### src/rtl/nfc_pkg.sv
package nfc_pkg;

  // Chain output: stays inactive unless upstream is full and this device is full.
  function automatic logic chain_pass_n(input logic in_n, input logic full_n_i);
    return in_n | full_n_i;
  endfunction

  // Ownership of next-free operations.
  function automatic logic owns_slot(input logic in_n, input logic full_n_i);
    return ~in_n & full_n_i;
  endfunction

  // Read steering: chain mode or page-select mode.
  function automatic logic resp_hit(input logic casc_n, input logic page_eq,
                                    input logic own_i);
    return casc_n ? page_eq : own_i;
  endfunction

endpackage

### src/rtl/nfc_first_empty.sv
module nfc_first_empty #(
  parameter int N_ENTRIES = 16,
  localparam int ADDR_W = $clog2(N_ENTRIES)
) (
  input  logic [N_ENTRIES-1:0] empty_vec,
  output logic [ADDR_W-1:0]    first_idx,
  output logic                 any_empty
);

  logic [N_ENTRIES-1:0] below_any;
  logic [N_ENTRIES-1:0] first_hot;

  // below_any[i] is set when some entry under i is empty.
  assign below_any[0] = 1'b0;
  assign first_hot[0] = empty_vec[0];

  genvar gi;
  generate
    for (gi = 1; gi < N_ENTRIES; gi++) begin : g_scan
      assign below_any[gi] = below_any[gi-1] | empty_vec[gi-1];
      assign first_hot[gi] = empty_vec[gi] & ~below_any[gi];
    end
  endgenerate

  always_comb begin
    first_idx = '0;
    for (int i = 0; i < N_ENTRIES; i++) begin
      if (first_hot[i]) first_idx = first_idx | ADDR_W'(i);
    end
  end

  assign any_empty = |empty_vec;

endmodule

### src/rtl/nfc_ptr_reg.sv
module nfc_ptr_reg #(
  parameter int ADDR_W = 4
) (
  input  logic              clk,
  input  logic              rst_n,
  input  logic [ADDR_W-1:0] first_idx,
  input  logic              any_empty,
  output logic [ADDR_W-1:0] nf_addr,
  output logic              full_n
);

  localparam logic [ADDR_W-1:0] ALL_ONES = '1;

  always_ff @(posedge clk) begin
    if (!rst_n) begin
      nf_addr <= '0;
      full_n  <= 1'b1;
    end else begin
      nf_addr <= any_empty ? first_idx : ALL_ONES;
      full_n  <= any_empty;
    end
  end

endmodule

### src/rtl/nfc_chain_resp.sv
module nfc_chain_resp
  import nfc_pkg::*;
#(
  parameter int PAGE_W = 4
) (
  input  logic              full_n,
  input  logic              chain_in_n,
  input  logic              cascade_en_n,
  input  logic              nf_rd,
  input  logic [PAGE_W-1:0] dev_sel,
  input  logic [PAGE_W-1:0] page_addr,
  output logic              chain_out_n,
  output logic              owner,
  output logic              page_eq,
  output logic              rd_resp_en
);

  assign page_eq     = (dev_sel == page_addr);
  assign owner       = owns_slot(chain_in_n, full_n);
  assign chain_out_n = chain_pass_n(chain_in_n, full_n);
  assign rd_resp_en  = nf_rd & resp_hit(cascade_en_n, page_eq, owner);

endmodule

### src/rtl/nxt_free_chain.sv
module nxt_free_chain #(
  parameter int N_ENTRIES = 16,
  parameter int PAGE_W    = 4,
  localparam int ADDR_W   = $clog2(N_ENTRIES)
) (
  input  logic                 clk,
  input  logic                 rst_n,
  input  logic [N_ENTRIES-1:0] empty_vec,
  input  logic                 chain_in_n,
  input  logic                 cascade_en_n,
  input  logic                 nf_rd,
  input  logic [PAGE_W-1:0]    dev_sel,
  input  logic [PAGE_W-1:0]    page_addr,
  output logic [ADDR_W-1:0]    nf_addr,
  output logic                 full_n,
  output logic                 chain_out_n,
  output logic                 owner,
  output logic                 rd_resp_en
);

  // Named internal events, also used by the checker.
  logic [ADDR_W-1:0] first_idx;
  logic              any_empty;
  logic              page_eq;

  nfc_first_empty #(.N_ENTRIES(N_ENTRIES)) u_enc (
    .empty_vec (empty_vec),
    .first_idx (first_idx),
    .any_empty (any_empty)
  );

  nfc_ptr_reg #(.ADDR_W(ADDR_W)) u_ptr (
    .clk       (clk),
    .rst_n     (rst_n),
    .first_idx (first_idx),
    .any_empty (any_empty),
    .nf_addr   (nf_addr),
    .full_n    (full_n)
  );

  nfc_chain_resp #(.PAGE_W(PAGE_W)) u_chain (
    .full_n       (full_n),
    .chain_in_n   (chain_in_n),
    .cascade_en_n (cascade_en_n),
    .nf_rd        (nf_rd),
    .dev_sel      (dev_sel),
    .page_addr    (page_addr),
    .chain_out_n  (chain_out_n),
    .owner        (owner),
    .page_eq      (page_eq),
    .rd_resp_en   (rd_resp_en)
  );

endmodule

### config.mk
export PLATFORM = sky130hd
export DESIGN_NAME = nxt_free_chain
export DESIGN_NICKNAME = d
export VERILOG_FILES = /design/src/rtl/nfc_pkg.sv /design/src/rtl/nfc_first_empty.sv /design/src/rtl/nfc_ptr_reg.sv /design/src/rtl/nfc_chain_resp.sv /design/src/rtl/nxt_free_chain.sv
export SDC_FILE = /design/constraint.sdc
export NUM_CORES = 1
export LEC_CHECK = 0
export CORE_AREA = 2 2 39 41
export CTS_CLUSTER_DIAMETER = 40
export DETAILED_ROUTE_END_ITERATION = 10
export DIE_AREA = 0 0 41 43
export DONT_BUFFER_PORTS = 1
export PLACE_DENSITY = 0.5
export RECOVER_POWER = 100
export SLEW_MARGIN = 10
export SYNTH_ARGS = -nofsm -noshare
export SYNTH_HDL_FRONTEND = slang
export SYNTH_HIERARCHICAL = 1
export SYNTH_SLANG_ARGS = --single-unit
### constraint.sdc
create_clock -name clk -period 1.35 [get_ports clk]
set_input_delay 0.27 -clock clk [delete_from_list [all_inputs] [get_ports clk]]
set_output_delay 0.27 -clock clk [all_outputs]
set_load 0.03 [all_outputs]
# [After elaboration in Yosys (flattened, before gate mapping)]
# Index checks and enable logic that the tools add are counted.
[word_totals] in_bits=29 regBits=5 ramBits=0 mem_count=0 latch_bits=0 mem_bits_ro=0 word_cells=69 output_inout_bits=8
[op_classes] shift=0 bitwise_logic=48 mux=17 eq_ne=1 n_div=0 n_lt_le_gt_ge=0 n_addsub=0 multipliers=0 reduce_logical=1
[op_table] cell="2-to-1 mux 4 bit" count=9
[op_table] cell="AND 1 bit" count=17
[op_table] cell="inverter 1 bit" count=16
[op_table] cell="OR reduction 16 bit" count=1
[op_table] cell="OR 1 bit" count=15
[op_table] cell="2-to-1 mux 3 bit" count=4
[op_table] cell="== test 4 bit" count=1
[op_table] cell="2-to-1 mux 2 bit" count=2
[op_table] cell="2-to-1 mux 1 bit" count=2

# [Logic depth before layout (Yosys ltp)]
[depth] depth_word=18 depth_mapped=6 depth_no_buf=6

# [Cells and area by module]
# Netlist, hierarchy kept.
[by_module_without_submodules] mod="nfc_first_empty" n_inst=1 cells_per_inst=33 seq_area_each_um2=0.0 area_per_inst_um2=224.0
[by_module_without_submodules] mod="nfc_ptr_reg" n_inst=1 cells_per_inst=14 seq_area_each_um2=100.1 area_per_inst_um2=155.1
[by_module_without_submodules] mod="nfc_chain_resp" n_inst=1 cells_per_inst=9 seq_area_each_um2=0.0 area_per_inst_um2=86.3

# [Worst setup path after synthesis]
# Ideal clock, no wire load.
[synth_path] path_kind="register -> output" from="register u_ptr.full_n" to="output port rd_resp_en" setup_slack_ns=-0.447 t_arrival_ns=1.527 path_stages_with_launch=4 required_ns=1.080 path_buffers=0 cell_sequence="dfxtp_1 > nor2b_1 > and3b_1 > a31o_1"
[synth_via] elab_chain_len=3
[synth_rtl] element="start, declared" line_no="nfc_ptr_reg.sv:9" rtl="output logic full_n"
[synth_rtl] element="start signal, assigned" line_no="nfc_ptr_reg.sv:20" rtl="full_n <= any_empty;"
[synth_rtl] element="AND 1 bit" line_no="nfc_pkg.sv:10" rtl="return ~in_n & full_n_i;"
[synth_rtl] element="named net owner" line_no="nxt_free_chain.sv:17" rtl="output logic owner,"
[synth_rtl] element="2-to-1 mux 1 bit" line_no="nfc_pkg.sv:16" rtl="return casc_n ? page_eq : own_i;"
[synth_rtl] element="AND 1 bit" line_no="nfc_chain_resp.sv:21" rtl="assign rd_resp_en = nf_rd & resp_hit(cascade_en_n, page_eq, owner);"
[synth_rtl] element="end, declared" line_no="nxt_free_chain.sv:18" rtl="output logic rd_resp_en"
# The timed path passes the listed nets, and every way through them passes these cells.

# [Worst setup path after layout]
[layout_path] from="register u_ptr.full_n" to="output port rd_resp_en"
[layout_via] elab_chain_len=3
[layout_rtl] element="AND 1 bit" line_no="nfc_pkg.sv:10"
[layout_rtl] element="2-to-1 mux 1 bit" line_no="nfc_pkg.sv:16"
[layout_rtl] element="AND 1 bit" line_no="nfc_chain_resp.sv:21"
# Every way passes these cells.

==> results.txt <==
The run finished with clean final reports. STA puts the critical path data arrival time at 1060 ps. The simple-gate portion of the synthesized area is 43.8%. The per-cell routed wire length came out at 11.6 um.

After synthesis, the largest family of logic cells by area is simple AND/OR/NAND/NOR gates. The worst slew margin relative to its limit came out at 80.5%. The largest fanout of any net on the critical path came out at 2. The TritonCTS clock tree is yes. The TritonCTS buffer count is 3.

The required time of the critical path is 1080 ps. The number of vias per cell came out at 5.10. In the detailed route, the total length drawn on met3 is 106 um.

The post-synthesis share of cell area spent on full adders, half adders and majority gates is 0%. The fraction of power consumed by the clock network is 42.1%. Once the floorplan was initialized, standard cells occupied 33.6% of the core. The total power per unit cell area came out at 724 mW/mm2. The global placer's final weighted congestion is 0.684. The most critical setup path has its startpoint at u_ptr/full_n$_SDFF_PN1_. The count of buffers from port buffering came out at 0. The floorplan step defined a core boundary enclosing 0.00138 mm2. The highest signal layer in the routed design is met3. The net count reported at finish came out at 94. The fraction of final layout cells with drive strength greater than 1 is 28.1%. 37 I/O pins were placed. Counting along the longest clock path gives a buffer depth of 2.

The count of pins over their slew limit came out at 0. The hold violation total from the final report came to 0. The proportion of power drawn by flip-flops and latches is 40.2%. The end of the critical path is rd_resp_en. The netlist area before placement came out at 465 um2. The number of synthesized flops with an enable pin came out at 0.

The die covers 0.00176 mm2. For this run, the leading register cell type out of synthesis is sky130_fd_sc_hd__dfxtp_1. The instance count after placement with tap cells included is 75. The number of global-route vias before repair came out at 400. The count of routing violations after the opening detailed-route iteration is 7. In this run the mean area of a mapped cell was 8.31 um2. Max-cap violations in this run came to 0. The maximum number of pins on one net before global-route repair is 6. The leakage component of the power is 0.000206 uW. After synthesis, the cell types taking the most area are sky130_fd_sc_hd__dfxtp_1, sky130_fd_sc_hd__nor4_4, sky130_fd_sc_hd__xor2_1, sky130_fd_sc_hd__nor2_1, sky130_fd_sc_hd__a21boi_1. The post-layout instance count excluding filler cells came out at 80. The cell type with the largest total area after synthesis is sky130_fd_sc_hd__dfxtp_1.

Across all hold checks on the routed design, the worst slack comes to 106 ps. The number of setup violations in the final report came out at 0. The synthesized instance count came out at 56.

The most common cell in the netlist is sky130_fd_sc_hd__nor2_1. The switching power share of the total is 24.8%. For this design, the CTS-stage hold fixing added 0 buffers.

The DRC violation count after routing came out at 0. Clock tree synthesis selected as its root buffer the cell sky130_fd_sc_hd__clkbuf_4. The clock drives 5 sinks. The setup TNS after final layout is 0 ps. From left edge to right edge, the die measures 41 um. The utilization after layout is 39.6%.

The placed cell area came out at 517 um2. The level count of the clock H-tree is 1. The via count of the routed design came out at 408.

The final critical path time including I/O delays and setup is 1330 ps. The timing-limited maximum frequency came out at 0.749 GHz. The post-synthesis compound-gate area fraction is 22.3%. The total routing resource utilization after global routing is 11.3%. For this design the total switching power over the nets is 98.3 uW.

The sequential element share of the synthesized area is 21.5%. For this block, wires on met1 add up to 355 um. The count of yosys warnings during synthesis is 6. The first-pass GRT wire length came out at 1410 um. The number of nets still failing antenna checks after routing came out at 0. In the finished design, the share of the clock period the worst path needs comes to 98.9%. The share of total power in combinational logic came out at 17.7%. The fraction of post-synthesis cell area in the top cell type by area came out at 21.5%. Summing the areas of all xor and xnor instances in the mapped netlist gives 7.53% of the synthesized area. The area growth from synthesis to layout is 17.7%.

The total number of placement rows is 14. The worst setup path is launched from a register. The detailed placement HPWL is 790 um. The worst setup path is captured at an output pin. The routed design uses 463 um of met2 wire.

Clock-pin slew was measured on the worst setup and hold paths at 40 ps. The die height is 43 um. The post-synthesis async set-or-reset flop share is 0%. Summing all non-filler instances in the final layout gives an area of 548 um2. The post-synthesis mux area share is 0%.

The net count of the mapped netlist is 85. The internal cell power came out at 298 uW. The measured slew at the worst slew-check pin came out at 291 ps. Setup repair after global routing could not meet its margin everywhere. The total of flip-flops plus latches after synthesis is 5.

The worst ir drop on vdd is 0.214 mV. The remaining global-route overflow is 0. The first-pass iteration count of the detailed router came out at 3. The worst min-delay path category is input port to register.

Wires add up to 925 um. After synthesis, the most frequently instantiated cells are sky130_fd_sc_hd__nor2_1, sky130_fd_sc_hd__inv_1, sky130_fd_sc_hd__dfxtp_1. The number of antenna violations at the first check in global routing came out at 0. The count of different cell masters after synthesis came out at 24.

By startpoint and endpoint, the worst setup path is classified as register to output pin. The final antenna diode count is 0.
[critical path: stages (launching register included)]
cell and delay (ps):
sky130_fd_sc_hd__dfxtp_2 310, sky130_fd_sc_hd__nor2b_4 110, sky130_fd_sc_hd__and3b_1 160, sky130_fd_sc_hd__a31o_4 240
[what timing repair did]
action,CTS,global route
gates resized for setup,1,0
pin swaps,1,0
buffers inserted,1,0
setup endpoints to repair,1,1
[per-stage QoR]
| stage | total power [uW] | setup slack, ps |
|---|---|---|
| 5_1_grt | 417 | -21.5 |
| 6_report | 397 | 15.2 |
| 2_1_floorplan | 223 | 15.2 |
| 3_5_place_dp | 232 | 74.1 |
| 4_1_cts | 409 | -1.14 |
| 3_3_place_gp | 232 | 82.6 |
[power groups by stage]
stage	Sequential, uW	Combinational [uW]	Clock (uW)
CTS	159	72.2	177
global placement	162	69.5	0
finish	159	70.0	167
floorplan	162	60.8	0
detailed placement	162	69.9	0
global route	160	77.4	179
[cell families after synthesis]
| group | count (synthesis) |
|---|---|
| DFF | 5 |
| xor gates and xnor gates | 4 |
| AOI/OAI and AO/OA | 13 |
| buffers and inverters | 6 |
| and+or+nand+nor | 28 |
[final cells by class]
| cell class | count | area, um2 |
|---|---|---|
| timing repair buffer | 4 | 27.5 |
| tap | 16 | 20.0 |
| clock buffer | 4 | 26.3 |
| inverter | 6 | 22.5 |
| fill | 155 | 836 |
| sequential | 5 | 101 |
| multi-input combinational | 45 | 350 |
[sequential cells by signal, summed over array words and instances (netlist names)]
register and count:
u_ptr/nf_addr 4, u_ptr/full_n 1
[how the worst min path moves through the flow]
| stage | start | to | cells after the start |
|---|---|---|---|
| floorplan | rst_n | u_ptr/full_n$_SDFF_PN1_ | 1 |
| global placement | rst_n | u_ptr/full_n$_SDFF_PN1_ | 1 |
| detailed placement | rst_n | u_ptr/full_n$_SDFF_PN1_ | 1 |
| CTS | rst_n | u_ptr/full_n$_SDFF_PN1_ | 1 |
| global route | rst_n | u_ptr/full_n$_SDFF_PN1_ | 1 |
| finish | rst_n | u_ptr/full_n$_SDFF_PN1_ | 1 |
[placed cells by master, fill, tap and decap left out, drive strengths merged, types with 3 or more instances in the layout]
| cell | n |
|---|---|
| nor4 | 5 |
| dfxtp | 5 |
| nor2 | 8 |
| inv | 6 |
| buf | 3 |
| a21boi | 4 |
| clkbuf | 5 |
| nand2 | 5 |
| xor2 | 4 |
[routing by layer]
| metal | track usage [%] | up-vias |
|---|---|---|
| li1 | - | 213 |
| met1 | 14.6 | 175 |
| met2 | 16.6 | 20 |
| met3 | 1.05 | 0 |
| met4 | 8.00 | 0 |
| met5 | 0 | - |
(Power assumes the default switching activity.)
